--- src/rtl/wrr_arb_pkg.sv ---
package wrr_arb_pkg;

    localparam int WGT_W = 4;

    typedef logic [WGT_W-1:0] weight_t;

    typedef enum logic {
        LVL_LO = 1'b0,
        LVL_HI = 1'b1
    } level_e;

    typedef enum logic [1:0] {
        ACT_HOLD   = 2'd0,
        ACT_COUNT  = 2'd1,
        ACT_SWITCH = 2'd2
    } action_e;

    // A configured weight of zero grants one unit so no channel starves.
    function automatic weight_t eff_weight(input weight_t w);
        return (w == '0) ? weight_t'(1) : w;
    endfunction

endpackage

--- src/rtl/wrr_rr_pick.sv ---
module wrr_rr_pick #(
    parameter int NUM_CH = 6,
    parameter int IDX_W  = (NUM_CH > 1) ? $clog2(NUM_CH) : 1
) (
    input  logic [NUM_CH-1:0] cand_i,
    input  logic [IDX_W-1:0]  after_i,
    output logic              found_o,
    output logic [IDX_W-1:0]  idx_o
);
    // Search upward from after_i+1 with wrap-around; the closest hit wins.
    always_comb begin
        found_o = 1'b0;
        idx_o   = '0;
        for (int k = NUM_CH; k >= 1; k--) begin
            int j;
            j = int'(after_i) + k;
            if (j >= NUM_CH) j = j - NUM_CH;
            if (cand_i[j]) begin
                found_o = 1'b1;
                idx_o   = IDX_W'(j);
            end
        end
    end
endmodule

--- src/rtl/wrr_level.sv ---
module wrr_level #(
    parameter int NUM_CH = 6,
    parameter int IDX_W  = (NUM_CH > 1) ? $clog2(NUM_CH) : 1
) (
    input  logic              clk,
    input  logic              rst,
    input  logic [NUM_CH-1:0] cand_i,
    input  logic              commit_i,
    input  logic [IDX_W-1:0]  commit_idx_i,
    output logic              found_o,
    output logic [IDX_W-1:0]  idx_o
);
    logic [IDX_W-1:0] last_q;

    // Pointer holds the last channel granted in this class; kept across idle.
    always_ff @(posedge clk) begin
        if (rst)           last_q <= IDX_W'(NUM_CH - 1);
        else if (commit_i) last_q <= commit_idx_i;
    end

    wrr_rr_pick #(.NUM_CH(NUM_CH), .IDX_W(IDX_W)) u_pick (
        .cand_i  (cand_i),
        .after_i (last_q),
        .found_o (found_o),
        .idx_o   (idx_o)
    );

    a_r10_ptr_valid: assert property (@(posedge clk) disable iff (rst)
        int'(last_q) < NUM_CH);

    a_r10_ptr_only_on_commit: assert property (@(posedge clk) disable iff (rst)
        !commit_i |=> $stable(last_q));
endmodule

--- src/rtl/wrr_credit.sv ---
module wrr_credit
    import wrr_arb_pkg::*;
(
    input  logic    clk,
    input  logic    rst,
    input  logic    load_i,
    input  weight_t load_val_i,
    input  logic    dec_i,
    output logic    last_o
);
    weight_t cnt_q;

    always_ff @(posedge clk) begin
        if (rst)         cnt_q <= '0;
        else if (load_i) cnt_q <= load_val_i;
        else if (dec_i)  cnt_q <= cnt_q - weight_t'(1);
    end

    assign last_o = (cnt_q == weight_t'(1));

    a_r6_load_nonzero: assert property (@(posedge clk) disable iff (rst)
        load_i |=> cnt_q != '0);

    a_r5_no_underflow: assert property (@(posedge clk) disable iff (rst)
        (dec_i && !load_i) |-> cnt_q > weight_t'(1));
endmodule

--- src/rtl/wrr_chan_arb.sv ---
module wrr_chan_arb
    import wrr_arb_pkg::*;
#(
    parameter int NUM_CH = 6
) (
    input  logic                    clk,
    input  logic                    rst,
    input  logic [NUM_CH-1:0]       req_i,
    input  logic [NUM_CH-1:0]       hi_prio_i,
    input  logic [NUM_CH*WGT_W-1:0] weight_i,
    input  logic                    unit_done_i,
    output logic [NUM_CH-1:0]       grant_o
);
    localparam int IDX_W   = (NUM_CH > 1) ? $clog2(NUM_CH) : 1;
    localparam int NUM_LVL = 2;

    typedef struct packed {
        logic             valid;
        logic [IDX_W-1:0] idx;
        level_e           lvl;
    } holder_t;

    holder_t holder_q, holder_d;

    logic [NUM_LVL-1:0] lvl_found;
    logic [IDX_W-1:0]   lvl_idx [NUM_LVL];
    logic [NUM_LVL-1:0] lvl_commit;

    logic             credit_last;
    logic             credit_load;
    logic             credit_dec;
    weight_t          new_weight;
    logic [IDX_W-1:0] pick_idx;
    level_e           pick_lvl;
    logic             pick_found;
    logic             holder_live;
    logic             preempt;
    action_e          act;

    // One round-robin pointer and picker per class.
    for (genvar l = 0; l < NUM_LVL; l++) begin : g_lvl
        logic [NUM_CH-1:0] cand;
        assign cand = (l == int'(LVL_HI)) ? (req_i & hi_prio_i) : (req_i & ~hi_prio_i);

        wrr_level #(.NUM_CH(NUM_CH), .IDX_W(IDX_W)) u_level (
            .clk          (clk),
            .rst          (rst),
            .cand_i       (cand),
            .commit_i     (lvl_commit[l]),
            .commit_idx_i (pick_idx),
            .found_o      (lvl_found[l]),
            .idx_o        (lvl_idx[l])
        );
    end

    // Strict class order: high class first.
    always_comb begin
        pick_found = |lvl_found;
        pick_lvl   = lvl_found[LVL_HI] ? LVL_HI : LVL_LO;
        pick_idx   = lvl_found[LVL_HI] ? lvl_idx[LVL_HI] : lvl_idx[LVL_LO];
        new_weight = eff_weight(weight_i[pick_idx*WGT_W +: WGT_W]);
    end

    always_comb begin
        holder_live = holder_q.valid && req_i[holder_q.idx];
        preempt     = (holder_q.lvl == LVL_LO) && lvl_found[LVL_HI];
        if (!holder_live)
            act = ACT_SWITCH;
        else if (unit_done_i && (credit_last || preempt))
            act = ACT_SWITCH;
        else if (unit_done_i)
            act = ACT_COUNT;
        else
            act = ACT_HOLD;
    end

    always_comb begin
        holder_d    = holder_q;
        credit_load = 1'b0;
        credit_dec  = 1'b0;
        lvl_commit  = '0;
        unique case (act)
            ACT_SWITCH: begin
                if (pick_found) begin
                    holder_d.valid       = 1'b1;
                    holder_d.idx         = pick_idx;
                    holder_d.lvl         = pick_lvl;
                    credit_load          = 1'b1;
                    lvl_commit[pick_lvl] = 1'b1;
                end else begin
                    holder_d.valid = 1'b0;
                end
            end
            ACT_COUNT: credit_dec = 1'b1;
            default: ;
        endcase
    end

    always_ff @(posedge clk) begin
        if (rst) holder_q <= '{valid: 1'b0, idx: '0, lvl: LVL_LO};
        else     holder_q <= holder_d;
    end

    wrr_credit u_credit (
        .clk        (clk),
        .rst        (rst),
        .load_i     (credit_load),
        .load_val_i (new_weight),
        .dec_i      (credit_dec),
        .last_o     (credit_last)
    );

    for (genvar c = 0; c < NUM_CH; c++) begin : g_gnt
        assign grant_o[c] = holder_q.valid && (holder_q.idx == IDX_W'(c));
    end

    a_r2_onehot: assert property (@(posedge clk) disable iff (rst)
        $onehot0(grant_o));

    a_r3_idle_zero: assert property (@(posedge clk) disable iff (rst)
        (req_i == '0) |=> (grant_o == '0));

    a_r8_hold_stable: assert property (@(posedge clk) disable iff (rst)
        ((grant_o & req_i) != '0 && !unit_done_i) |=> $stable(grant_o));

    a_r4_idle_picks_high: assert property (@(posedge clk) disable iff (rst)
        (grant_o == '0 && (req_i & hi_prio_i) != '0) |=> (grant_o & hi_prio_i) != '0);

    a_r7_drop_moves: assert property (@(posedge clk) disable iff (rst)
        ((grant_o != '0) && (grant_o & req_i) == '0) |=> (grant_o != $past(grant_o)));
endmodule

--- config.mk ---
export PLATFORM = sky130hd
export DESIGN_NAME = wrr_chan_arb
export DESIGN_NICKNAME = d
export VERILOG_FILES = /design/src/rtl/wrr_arb_pkg.sv /design/src/rtl/wrr_rr_pick.sv /design/src/rtl/wrr_level.sv /design/src/rtl/wrr_credit.sv /design/src/rtl/wrr_chan_arb.sv
export SDC_FILE = /design/constraint.sdc
export NUM_CORES = 1
export LEC_CHECK = 0
export BUFFER_PORTS_ARGS = -buffer_cell sky130_fd_sc_hd__buf_2
export CORE_ASPECT_RATIO = 1.2
export CORE_UTILIZATION = 40
export DETAILED_ROUTE_END_ITERATION = 16
export GPL_TIMING_DRIVEN = 1
export PLACE_DENSITY = 0.66
export SLEW_MARGIN = 20
export SYNTH_ARGS = -nofsm -noshare
export SYNTH_HDL_FRONTEND = slang
export SYNTH_SLANG_ARGS = --single-unit
--- constraint.sdc ---
create_clock -name clk -period 5.26 [get_ports clk]
set_input_delay 0.263 -clock clk [delete_from_list [all_inputs] [get_ports clk]]
set_output_delay 0.263 -clock clk [all_outputs]
set_load 0.02 [all_outputs]
Yosys cells after proc, flatten, opt, wreduce, memory -nomap -nowiden. Index checks and enable logic that the tools add are counted.

Add/subtract/negate cells: 25. $lt $le $gt $ge: 27. Equality and inequality tests: 8. Shift-type cells: 1. Multiplexer cells: 89. Bitwise operators: 4. Reductions and logical operators: 16.

Operator list (number): 32-bit by 5-bit < comparator with 1-bit output, second input constant (12); 32-bit 2-to-1 mux (12); 32-bit by 4-bit >= comparator with 1-bit output, second input constant (2); 32-bit by 4-bit subtractor with 32-bit output, second input constant (2); 4-bit by 3-bit subtractor with 5-bit output, second input constant (10); 1-bit 2-to-1 mux (43); 4-bit by 3-bit >= comparator with 1-bit output, second input constant (10); 1-bit binary-select mux with 3-bit select (13); 3-bit 2-to-1 mux (13); 3-bit by 3-bit adder with 4-bit output, second input constant (6); 24-bit by 6-bit variable part select with 4-bit output (1); 3-bit by 2-bit adder with 4-bit output, second input constant (4); 6-bit bitwise AND (2); 4-bit 2-to-1 mux (3); 1-bit logical AND (10); 3-bit by 1-bit adder with 4-bit output, second input constant (2); 2-bit 2-to-1 mux (4); 3-bit by 2-bit == test with 1-bit output, second input constant (2); 3-bit == test, second input constant (2); 6-bit inverter (1); 4-bit by 1-bit == test with 1-bit output, second input constant (1); 4-bit zero test (1); 3-bit by 4-bit < comparator with 1-bit output, second input constant (1); 4-bit by 1-bit subtractor with 4-bit output, second input constant (1); 12 further kinds (12).

Register bits after elaboration: 15. Bits of input ports: 39. Output and inout bits: 6. Word-level logic and storage cells: 176.

Longest topological paths before layout. Gate-level depths: netlist of run 1.

Word-level depth: 21. Mapped depth: 18. Depth with buffers taken out: 16.

Hierarchy. From an unflattened synthesis of run 1, not the netlist that was laid out.

Cells, all modules: 420. Area, all modules: 3225.6 um^2.

Modules (own cells, without submodules): wrr_rr_pick (times used 2, cells each 146, area an instance 1044.8 um^2, sequential area each 0.0 um^2); wrr_chan_arb (times used 1, cells each 83, area an instance 681.9 um^2, sequential area each 100.1 um^2); wrr_credit (times used 1, cells each 27, area an instance 246.5 um^2, sequential area each 80.1 um^2); wrr_level (times used 2, cells each 9, area an instance 103.8 um^2, sequential area each 60.1 um^2).

Least setup slack after synthesis of run 1. No wires, ideal clock.

Kind: register to register. Start: register g_lvl[1].u_level.last_q[1]. End: register u_credit.cnt_q[0]. Data arrival time: 3.994 ns. Required time: 5.143 ns. Slack: 1.148 ns. Cell stages (with the launch flop): 17. Cell sequence: dfxtp_1 > buf_2 > inv_1 > ha_1 > clkinv_1 > ha_1 > a211o_1 > a32o_1 > o21a_1 > nor3_1 > nand4_2 > a21boi_1 > a2bb2oi_4 > mux2_2 > a22oi_1 > a2bb2oi_1 > a32o_1.

Cells in the longest elaborated chain, start to end: 20. Elaborated cells on any way between the ends: 71. Those cells by class: add/sub: 12; order compare: 6; eq/ne: 2; shift: 1; mux: 44; reduce/logical: 6.

RTL lines: start: declaration (line wrr_level.sv:13) `logic [IDX_W-1:0] last_q;`; start signal: assignment (line wrr_level.sv:17) `if (rst) last_q <= IDX_W'(NUM_CH - 1);`; start signal: assignment (line wrr_level.sv:18) `else if (commit_i) last_q <= commit_idx_i;`; branches (longest 20 deep; another with 32-bit by 4-bit subtractor with 32-bit output); end signal: assignment (line wrr_credit.sv:15) `else if (load_i) cnt_q <= load_val_i;`; end signal: assignment (line wrr_credit.sv:16) `else if (dec_i) cnt_q <= cnt_q - weight_t'(1);`; end: declaration (line wrr_credit.sv:11) `weight_t cnt_q;`.

Parallel ways; which one is timed is not known. The select of a mux whose other input is x is not followed. A chain may end at the register's enable or synchronous reset.

Final worst setup path of run 1.
Start: register g_lvl[1].u_level.last_q[0]. End: register u_credit.cnt_q[0].

The elaborated chain is that of the path after synthesis.

==> results of run 1 <==
[sequential cells by signal, indices dropped and copies added (netlist names)]
register	cells
u_credit.cnt_q	4
holder_q	5
g_lvl.u_level.last_q	6
[cells in the final DEF, fill, tap and decap left out, drive strengths merged, types with 5 or more instances in the layout]
cell,instances
nor3,8
o211ai,8
a21oi,24
inv,21
xor2,5
nand2,32
mux2,5
nand3b,10
nand2b,8
ha,23
a211oi,18
mux2i,18
nand3,17
nor2,24
xnor2,7
and2,6
o21ai,12
nand4,5
dfxtp,15
a211o,5
mux4,5
buf,50
[metrics by stage]
stage	power, uW	setup WS (ns)
6_report	2696	0.6520
5_1_grt	2939	0.3335
4_1_cts	2677	0.7198
3_5_place_dp	2571	0.7337
3_3_place_gp	2532	0.7548
2_1_floorplan	2139	1.148
[where the power goes]
group	internal (uW)	leakage, uW	total (uW)	switching, uW
combinational	1020	0.00127	2360	1340
clock	52.6	0.0000255	99.0	46.3
sequential	163	0.000124	232	68.9
[synth_stat cells (10+ instances only)]
master | count | area, sq um
sky130_fd_sc_hd__nor2_1 | 24 | 90.09
sky130_fd_sc_hd__nand2_1 | 32 | 120.1
sky130_fd_sc_hd__inv_1 | 20 | 75.07
sky130_fd_sc_hd__ha_1 | 23 | 287.8
sky130_fd_sc_hd__a211oi_1 | 17 | 127.6
sky130_fd_sc_hd__dfxtp_1 | 15 | 300.3
sky130_fd_sc_hd__nand3_1 | 17 | 85.08
sky130_fd_sc_hd__nand3b_1 | 10 | 75.07
sky130_fd_sc_hd__mux2i_1 | 18 | 180.2
sky130_fd_sc_hd__o21ai_0 | 10 | 50.05
sky130_fd_sc_hd__a21oi_1 | 23 | 115.1
[layout make-up]
type	count	share of cell area
multi-input cells	333	0.7570
repair buffers	50	0.07949
flip-flops and latches	15	0.08999
well taps	90	0.03375
clock buffers	3	0.01237
inverters	23	0.02587
clock inverters	1	0.001500
[worst paths after layout]
check,slack (ns),start,depth (start not counted),endpoint
worst max-delay path,0.65,g_lvl[1].u_level.last_q[0]$_SDFFE_PP1P_,15,u_credit.cnt_q[0]$_SDFFE_PP0P_
worst min-delay path,0.32,rst,2,holder_q[3]$_SDFFE_PP0N_
worst max register to register,0.65,g_lvl[1].u_level.last_q[0]$_SDFFE_PP1P_,15,u_credit.cnt_q[0]$_SDFFE_PP0P_
worst min register to register,0.48,holder_q[3]$_SDFFE_PP0N_,2,holder_q[3]$_SDFFE_PP0N_
[metal layers]
layer  routed length [microns]  vias to the layer above  global-route usage
li1                          -                     1562                   -
met1                      3784                     1541              0.2805
met2                      4321                      131              0.3917
met3                       419                       13             0.02264
met4                       125                        0             0.04945
met5                         0                        -                   0
[logic make-up (layout without fill, tap and decap cells)]
| kind of cell | after synthesis | count (layout) | synth area share |
|---|---|---|---|
| and+or+nand+nor | 144 | 144 | 0.2643 |
| AOI/OAI and AO/OA | 126 | 126 | 0.3274 |
| buffers and inverters | 37 | 77 | 0.05678 |
| muxes | 28 | 28 | 0.1177 |
| adders and majority gates | 23 | 23 | 0.09603 |
| DFF | 15 | 15 | 0.1002 |
| xor gates and xnor gates | 12 | 12 | 0.03758 |
[worst reg2reg max path: stages, from the launching register on]
cell,delay (ns)
sky130_fd_sc_hd__dfxtp_1,0.59
sky130_fd_sc_hd__inv_2,0.16
sky130_fd_sc_hd__ha_1,0.34
sky130_fd_sc_hd__clkinv_1,0.22
sky130_fd_sc_hd__ha_1,0.28
sky130_fd_sc_hd__a211o_1,0.32
sky130_fd_sc_hd__a32o_1,0.28
sky130_fd_sc_hd__o21a_1,0.19
sky130_fd_sc_hd__nor3_1,0.33
sky130_fd_sc_hd__nand4_2,0.30
sky130_fd_sc_hd__a21boi_1,0.24
sky130_fd_sc_hd__a2bb2oi_4,0.33
sky130_fd_sc_hd__mux2_2,0.38
sky130_fd_sc_hd__a22oi_1,0.23
sky130_fd_sc_hd__a2bb2oi_1,0.09
sky130_fd_sc_hd__a32o_1,0.20
==> flow_metrics.py, run 1 <==
metrics = {
    "worst_setup_path": {
        "sequence_of_cells_on_the_critical_path": "inv_2 > ha_1 > clkinv_1 > ha_1 > a211o_1 > a32o_1 > o21a_1 > nor3_1 > nand4_2 > a21boi_1 > a2bb2oi_4 > mux2_2 > a22oi_1 > a2bb2oi_1 > a32o_1",
        "cpLargestDelayFamily": "compound AO/OA/AOI/OAI gates",
        "start_kind": "flip-flop",
        "critPathSlowestCell": "sky130_fd_sc_hd__dfxtp_1",
        "cp-end-kind": "flip-flop",
        "worst_ep_arrival_time_ns": 4.76,
        "timing.critical_path.slowest_cell_delay_ns": 0.59,
        "crit_required_ns": 5.41,
        "critPathBufInv": 2,
        "criticalPathCategory": "reg2reg",
        "critPathMaxFanout": 11,
    },
    "logic_synthesis": {
        "synth_cell_type_count": 86,
        "synthArstFlopShare": 0,
        "synthesis.instances": 385,
        "synth_seq_cells": 15,
        "synth_nets": 447,
        "synth-edff-count": 0,
        "synth.yosys.seq_area_share": 0.1002,
        "postSynthAreaPerCell_sq_um": 7.783,
        "syn-cell-area_sq_mm": 0.002997,
        "ys_warns": 0,
        "synth_flop_cell": "sky130_fd_sc_hd__dfxtp_1",
    },
    "final_layout": {
        "finish.instance_area_sq_mm": 0.003337,
        "multi_input_area_sq_mm": 0.002526,
        "stdcell_count": 515,
        "number_of_antenna_cells_inserted": 0,
        "fillers": 732,
        "area.sequential_sq_um": 300.3,
        "finish.net_count": 488,
        "final_util": 0.4614,
        "synthToLayoutAreaGrowth_pct": 11.36,
        "post_route_cells_drive_above_1_share": 0.1953,
    },
    "route": {
        "ant_nets": 0,
        "detailroute.via_count": 3247,
        "remaining_drc_errors": 0,
        "totalWireLength_mm": 8.650,
        "detail_route.vias_per_cell": 6.305,
        "first_pass_iters": 4,
        "drt_first_iter_violations": 249,
        "routed_wire_length_per_instance_microns": 16.80,
    },
    "clock_network": {
        "cts-htree-levels": 1,
        "cts_setup_buffers": 0,
        "path_clk_slew_ns": 0.07,
        "ctsRootBufferMaster": "sky130_fd_sc_hd__clkbuf_8",
        "cts_tree": "yes",
        "clk_path_buf_depth": 2,
        "cts.repair.resized": 0,
        "clock_sinks": 15,
        "worstSkewPairLatency_ns": 0.26,
        "numCtsBuffers": 3,
        "ctsHoldBuffers": 0,
    },
    "grt": {
        "grt_pass1_vias": 3038,
        "track_usage": 0.2213,
        "grt-ovfl-total": 0,
        "largest_net_degree_at_the_start_of_global_routing": 20,
        "grt_pass1_wl_mm": 13.94,
        "antenna_violations_before_repair": 0,
    },
    "placement": {
        "placed_area_sq_mm": 0.003291,
        "dpl.hpwl_mm": 6.835,
        "gp_routability_congestion": 0.9113,
        "numPlacedInstances": 511,
        "port_buffers": 44,
    },
    "timing": {
        "slew_headroom": 0.5651,
        "period_minus_slack_ns": 4.608,
        "rsz0062_at_grt": "no",
        "setup-violations-final": 0,
        "finalClockSkew_ns": 0.001850,
        "max_freq_mhz": 217.0,
        "max_slew.worst_pin.slew_ns": 0.6524,
        "final_hold_viol_count": 0,
        "post_route_clock_period_utilization": 0.8760,
        "tns_ns": 0,
        "hold_slack_ns": 0.3157,
        "drv_slew": 0,
    },
    "die": {
        "floorplan.die_area_sq_mm": 0.007843,
        "initial_core_util": 0.4144,
        "placement_rows": 34,
        "die_width_microns": 81.01,
        "design.portCount": 45,
        "design.core.area_sq_mm": 0.007232,
        "overall_die_height_microns": 96.82,
    },
    "pwr": {
        "ir_worst_vdd_v": 0.0005153,
        "power.density_mw_per_mm2": 807.9,
        "p_leak_uw": 0.001424,
    },
    "status": {
        "status": "finished clean",
    },
    "min_path": {
        "hold_class": "in2reg",
    },
    "run": {
        "drv_cap": 0,
    },
}
Power figures use the tool's default switching activity.
==> run 2: changes to the inputs <==
- BUFFER_PORTS_ARGS: -buffer_cell sky130_fd_sc_hd__buf_2 -> unset
- DONT_BUFFER_PORTS: unset -> 1
- PLACE_DENSITY: 0.66 -> 0.61
==> flow_metrics.py, run 2 (synthesized netlist as in run 1, its figures left out) <==
metrics = {
    "die": {
        "design.portCount": 45,
        "initial_core_util": 0.4144,
        "design.core.area_sq_mm": 0.007232,
        "floorplan.die_area_sq_mm": 0.007843,
        "overall_die_height_microns": 96.82,
        "placement_rows": 34,
        "die_width_microns": 81.01,
    },
    "grt": {
        "grt_pass1_vias": 2871,
        "grt_pass1_wl_mm": 13.41,
        "track_usage": 0.2105,
        "grt-ovfl-total": 0,
        "largest_net_degree_at_the_start_of_global_routing": 20,
        "antenna_violations_before_repair": 0,
    },
    "route": {
        "drt_first_iter_violations": 234,
        "first_pass_iters": 5,
        "routed_wire_length_per_instance_microns": 17.33,
        "remaining_drc_errors": 0,
        "ant_nets": 0,
        "detailroute.via_count": 3024,
        "totalWireLength_mm": 8.181,
        "detail_route.vias_per_cell": 6.407,
    },
    "worst_setup_path": {
        "critPathMaxFanout": 14,
        "cp-end-kind": "flip-flop",
        "r2r_setup_slack_ns": 0.57,
        "worst_ep_arrival_time_ns": 4.82,
        "worstRegToRegCells": 15,
        "criticalPathCategory": "reg2reg",
        "crit_required_ns": 5.40,
        "start_kind": "flip-flop",
    },
    "final_layout": {
        "biggest_regs": "g_lvl.u_level.last_q x6, holder_q x5, u_credit.cnt_q x4",
        "number_of_antenna_cells_inserted": 0,
        "finish.net_count": 445,
        "synthToLayoutAreaGrowth_pct": 4.259,
        "largest_register_ffs": 6,
        "registers.top_by_ff_count": "g_lvl.u_level.last_q",
        "post_route_cells_drive_above_1_share": 0.1047,
        "layout.cells.most_common": "sky130_fd_sc_hd__nand2_1",
        "fillers": 763,
        "layout.cells.most_common_list": "32 x sky130_fd_sc_hd__nand2_1, 24 x sky130_fd_sc_hd__nor2_1, 23 x sky130_fd_sc_hd__a21oi_1, 23 x sky130_fd_sc_hd__ha_1, 20 x sky130_fd_sc_hd__inv_1",
    },
    "timing": {
        "max_freq_mhz": 213.4,
        "period_minus_slack_ns": 4.685,
        "post_route_clock_period_utilization": 0.8907,
        "tns_ns": 0,
        "rsz0062_at_grt": "no",
        "finalClockSkew_ns": 0.006689,
        "drv_slew": 0,
        "final_hold_viol_count": 0,
        "max_slew.worst_pin.slew_ns": 0.8861,
        "setup-violations-final": 0,
        "slew_headroom": 0.4080,
    },
    "min_path": {
        "holdPathStages": 1,
        "hold_class": "in2reg",
    },
    "clock_network": {
        "ctsRootBufferMaster": "sky130_fd_sc_hd__clkbuf_8",
        "worstSkewPairLatency_ns": 0.25,
        "numCtsBuffers": 3,
        "cts-htree-levels": 1,
        "cts_setup_buffers": 0,
        "cts_tree": "yes",
        "path_clk_slew_ns": 0.06,
        "cts.repair.resized": 0,
        "clk_path_buf_depth": 2,
        "clock_sinks": 15,
        "ctsHoldBuffers": 0,
    },
    "placement": {
        "dpl.hpwl_mm": 6.571,
        "gp_routability_congestion": 0.8814,
        "port_buffers": 0,
    },
    "status": {
        "status": "finished clean",
    },
    "run": {
        "drv_cap": 0,
    },
}
## run 2: final cells by class
cell class / instances / area, sq um / area share
clock buffers: 3 / 41.29 / 0.01322
clock inverters: 1 / 5.005 / 0.001602
inverters: 23 / 86.33 / 0.02763
multi-input cells: 333 / 2526 / 0.8086
flip-flops and latches: 15 / 300.3 / 0.09612
well taps: 90 / 112.6 / 0.03604
repair buffers: 7 / 52.55 / 0.01682
## run 2: through the flow
stage	instances	cell area, sq um	worst slack, ns	utilization	hold slack, ns
after floorplan	385	2997	1.148	-	0.4466
after global placement	468	3078	0.7356	0.4256	0.3330
after detailed placement	468	3078	0.5972	0.4256	0.3354
after CTS	472	3124	0.5822	0.4320	0.06664
after global routing	472	3124	0.2304	0.4320	0.06294
final	472	3124	0.5749	0.4320	0.07174
## run 2: final timing paths
kind | to | start
min | holder_q[3]$_SDFFE_PP0N_ | rst
max | u_credit.cnt_q[0]$_SDFFE_PP0P_ | g_lvl[1].u_level.last_q[1]$_SDFFE_PP0P_
min reg2reg | holder_q[3]$_SDFFE_PP0N_ | holder_q[3]$_SDFFE_PP0N_
max reg2reg | u_credit.cnt_q[0]$_SDFFE_PP0P_ | g_lvl[1].u_level.last_q[1]$_SDFFE_PP0P_
## run 2: metal layers
metal | global-route usage | share of wire | wire length (microns) | up-vias
met1 | 0.2819 | 0.43 | 3546 | 1409
li1 | - | - | - | 1483
met5 | 0 | 0 | 0 | -
met3 | 0.02736 | 0.074 | 606 | 14
met4 | 0.04945 | 0.018 | 144 | 0
met2 | 0.3510 | 0.47 | 3883 | 118
## run 2: worst max-delay path: stages (launching register included)
cell	delay, ns
sky130_fd_sc_hd__dfxtp_1	0.61
sky130_fd_sc_hd__inv_1	0.29
sky130_fd_sc_hd__ha_1	0.38
sky130_fd_sc_hd__clkinv_1	0.21
sky130_fd_sc_hd__ha_1	0.27
sky130_fd_sc_hd__a211o_1	0.32
sky130_fd_sc_hd__a32o_1	0.28
sky130_fd_sc_hd__o21a_1	0.20
sky130_fd_sc_hd__nor3_1	0.30
sky130_fd_sc_hd__nand4_2	0.28
sky130_fd_sc_hd__a21boi_1	0.23
sky130_fd_sc_hd__a2bb2oi_4	0.34
sky130_fd_sc_hd__mux2_2	0.38
sky130_fd_sc_hd__a22oi_1	0.21
sky130_fd_sc_hd__a2bb2oi_1	0.09
sky130_fd_sc_hd__a32o_1	0.20
Power of run 2 is not shown: default switching activity piles up to over one toggle a cycle in this logic, so the estimate is an artifact.
==> run 3: changes to the inputs <==
- CORE_UTILIZATION: 40 -> 60
- PLACE_DENSITY: 0.61 -> 0.82
==> flow_metrics.py, run 3 (synthesized netlist as in run 1, its figures left out) <==
metrics = {
    "die": {
        "floorplan.die_area_sq_mm": 0.005282,
        "initial_core_util": 0.6382,
        "overall_die_height_microns": 79.42,
        "die_width_microns": 66.52,
        "placement_rows": 27,
        "design.portCount": 45,
        "design.core.area_sq_mm": 0.004696,
    },
    "grt": {
        "grt-ovfl-total": 0,
        "largest_net_degree_at_the_start_of_global_routing": 20,
        "antenna_violations_before_repair": 0,
        "track_usage": 0.3036,
        "grt_pass1_vias": 2792,
        "grt_pass1_wl_mm": 12.52,
    },
    "worst_setup_path": {
        "cp-end-kind": "flip-flop",
        "worstReg2RegStart": "g_lvl[1].u_level.last_q[1]$_SDFFE_PP0P_",
        "cp-endpoint": "u_credit.cnt_q[0]$_SDFFE_PP0P_",
        "r2r_setup_slack_ns": 0.58,
        "critPathSlowestCell": "sky130_fd_sc_hd__dfxtp_1",
        "critPathMaxFanout": 14,
        "sequence_of_cells_on_the_critical_path": "inv_1 > ha_1 > xor2_1 > inv_1 > ha_1 > a211o_1 > a32o_1 > o21a_1 > nor3_1 > nand4_2 > a21boi_1 > a2bb2oi_4 > mux2_2 > a22oi_1 > a2bb2oi_1 > a32o_1",
        "critical_path.reg2reg.endpoint": "u_credit.cnt_q[0]$_SDFFE_PP0P_",
        "worst_ep_arrival_time_ns": 4.83,
        "timing.critical_path.slowest_cell_delay_ns": 0.60,
        "crit_required_ns": 5.41,
        "critPathLaunch": "g_lvl[1].u_level.last_q[1]$_SDFFE_PP0P_",
        "criticalPathCategory": "reg2reg",
        "start_kind": "flip-flop",
        "worstRegToRegCells": 16,
    },
    "timing": {
        "max_slew.worst_pin.slew_ns": 0.7756,
        "final_hold_viol_count": 0,
        "finalClockSkew_ns": 0.003274,
        "slew_headroom": 0.4818,
        "tns_ns": 0,
        "max_freq_mhz": 213.8,
        "drv_slew": 0,
        "post_route_clock_period_utilization": 0.8894,
        "setup-violations-final": 0,
        "rsz0062_at_grt": "no",
        "period_minus_slack_ns": 4.678,
    },
    "placement": {
        "gp_routability_congestion": 0.9379,
        "dpl.hpwl_mm": 6.450,
        "placed_area_sq_mm": 0.003038,
        "port_buffers": 0,
        "numPlacedInstances": 436,
    },
    "route": {
        "drt_first_iter_violations": 217,
        "remaining_drc_errors": 0,
        "first_pass_iters": 6,
        "detailroute.via_count": 3096,
        "ant_nets": 0,
        "detail_route.vias_per_cell": 7.036,
        "routed_wire_length_per_instance_microns": 18.23,
        "totalWireLength_mm": 8.022,
    },
    "clock_network": {
        "worstSkewPairLatency_ns": 0.25,
        "clk_path_buf_depth": 2,
        "ctsRootBufferMaster": "sky130_fd_sc_hd__clkbuf_8",
        "path_clk_slew_ns": 0.06,
        "cts.repair.resized": 0,
        "cts-htree-levels": 1,
        "cts_tree": "yes",
        "numCtsBuffers": 3,
        "cts_setup_buffers": 0,
        "clock_sinks": 15,
        "ctsHoldBuffers": 0,
    },
    "final_layout": {
        "biggest_regs": "g_lvl.u_level.last_q x6, holder_q x5, u_credit.cnt_q x4",
        "layout.cells.most_common": "sky130_fd_sc_hd__nand2_1",
        "synthToLayoutAreaGrowth_pct": 2.881,
        "finish.instance_area_sq_mm": 0.003083,
        "registers.top_by_ff_count": "g_lvl.u_level.last_q",
        "post_route_cells_drive_above_1_share": 0.1021,
        "largest_register_ffs": 6,
        "number_of_antenna_cells_inserted": 0,
        "fillers": 423,
        "layout.cells.most_common_list": "32 x sky130_fd_sc_hd__nand2_1, 24 x sky130_fd_sc_hd__nor2_1, 23 x sky130_fd_sc_hd__a21oi_1, 23 x sky130_fd_sc_hd__ha_1, 20 x sky130_fd_sc_hd__inv_1",
        "finish.net_count": 445,
        "stdcell_count": 440,
    },
    "status": {
        "status": "finished clean",
    },
    "min_path": {
        "hold_class": "in2reg",
    },
    "run": {
        "drv_cap": 0,
    },
}
[run 3: changes by cell type in the layout (fill, tap and decap cells not counted), sizes merged]
cell,change
clkinv,-1
clkbuf,+1
[run 3: critical path, delay by kind of cell (launching register included)]
family                     cells  cell delay [ns]
AOI/OAI and AO/OA              8             1.87
DFF                            1             0.60
buffers and inverters          2             0.42
muxes                          1             0.38
and+or+nand+nor                2             0.59
xor gates and xnor gates       1             0.25
adders and majority gates      2             0.49
[run 3: per-layer routing]
| metal | up-vias | GRT usage | share of wire | wire, microns |
|---|---|---|---|---|
| li1 | 1489 | - | - | - |
| met1 | 1468 | 0.3571 | 0.41 | 3325 |
| met2 | 118 | 0.5459 | 0.50 | 4035 |
| met3 | 21 | 0.03429 | 0.055 | 445 |
| met4 | 0 | 0.1255 | 0.027 | 216 |
| met5 | - | 0 | 0 | 0 |
[run 3: layout make-up]
class / count / area [sq um] / area share
inverter: 23 / 86.33 / 0.02800
timing repair buffer: 7 / 52.55 / 0.01705
clock buffer: 4 / 45.04 / 0.01461
sequential: 15 / 300.3 / 0.09740
multi-input combinational: 333 / 2526 / 0.8194
tap: 58 / 72.57 / 0.02354
[run 3: worst min path at each step]
stage	startpoint	to	slack, ns	cells after the start
2_1_floorplan	holder_q[0]$_SDFFE_PP0N_	holder_q[0]$_SDFFE_PP0N_	0.45	2
3_3_place_gp	rst	holder_q[3]$_SDFFE_PP0N_	0.33	1
3_5_place_dp	rst	holder_q[3]$_SDFFE_PP0N_	0.34	1
4_1_cts	rst	holder_q[2]$_SDFFE_PP0N_	0.07	1
5_1_grt	rst	holder_q[1]$_SDFFE_PP0N_	0.07	1
6_report	rst	holder_q[0]$_SDFFE_PP0N_	0.07	1
[run 3: through the flow]
| stage | util | hold slack, ns | setup WS, ns |
|---|---|---|---|
| 6_report | 0.6565 | 0.07387 | 0.5819 |
| 5_1_grt | 0.6565 | 0.06884 | 0.2865 |
| 4_1_cts | 0.6565 | 0.07378 | 0.6091 |
| 3_5_place_dp | 0.6469 | 0.3391 | 0.6316 |
| 3_3_place_gp | 0.6469 | 0.3339 | 0.7407 |
| 2_1_floorplan | - | 0.4466 | 1.148 |
Power of run 3 is left out for the same reason.
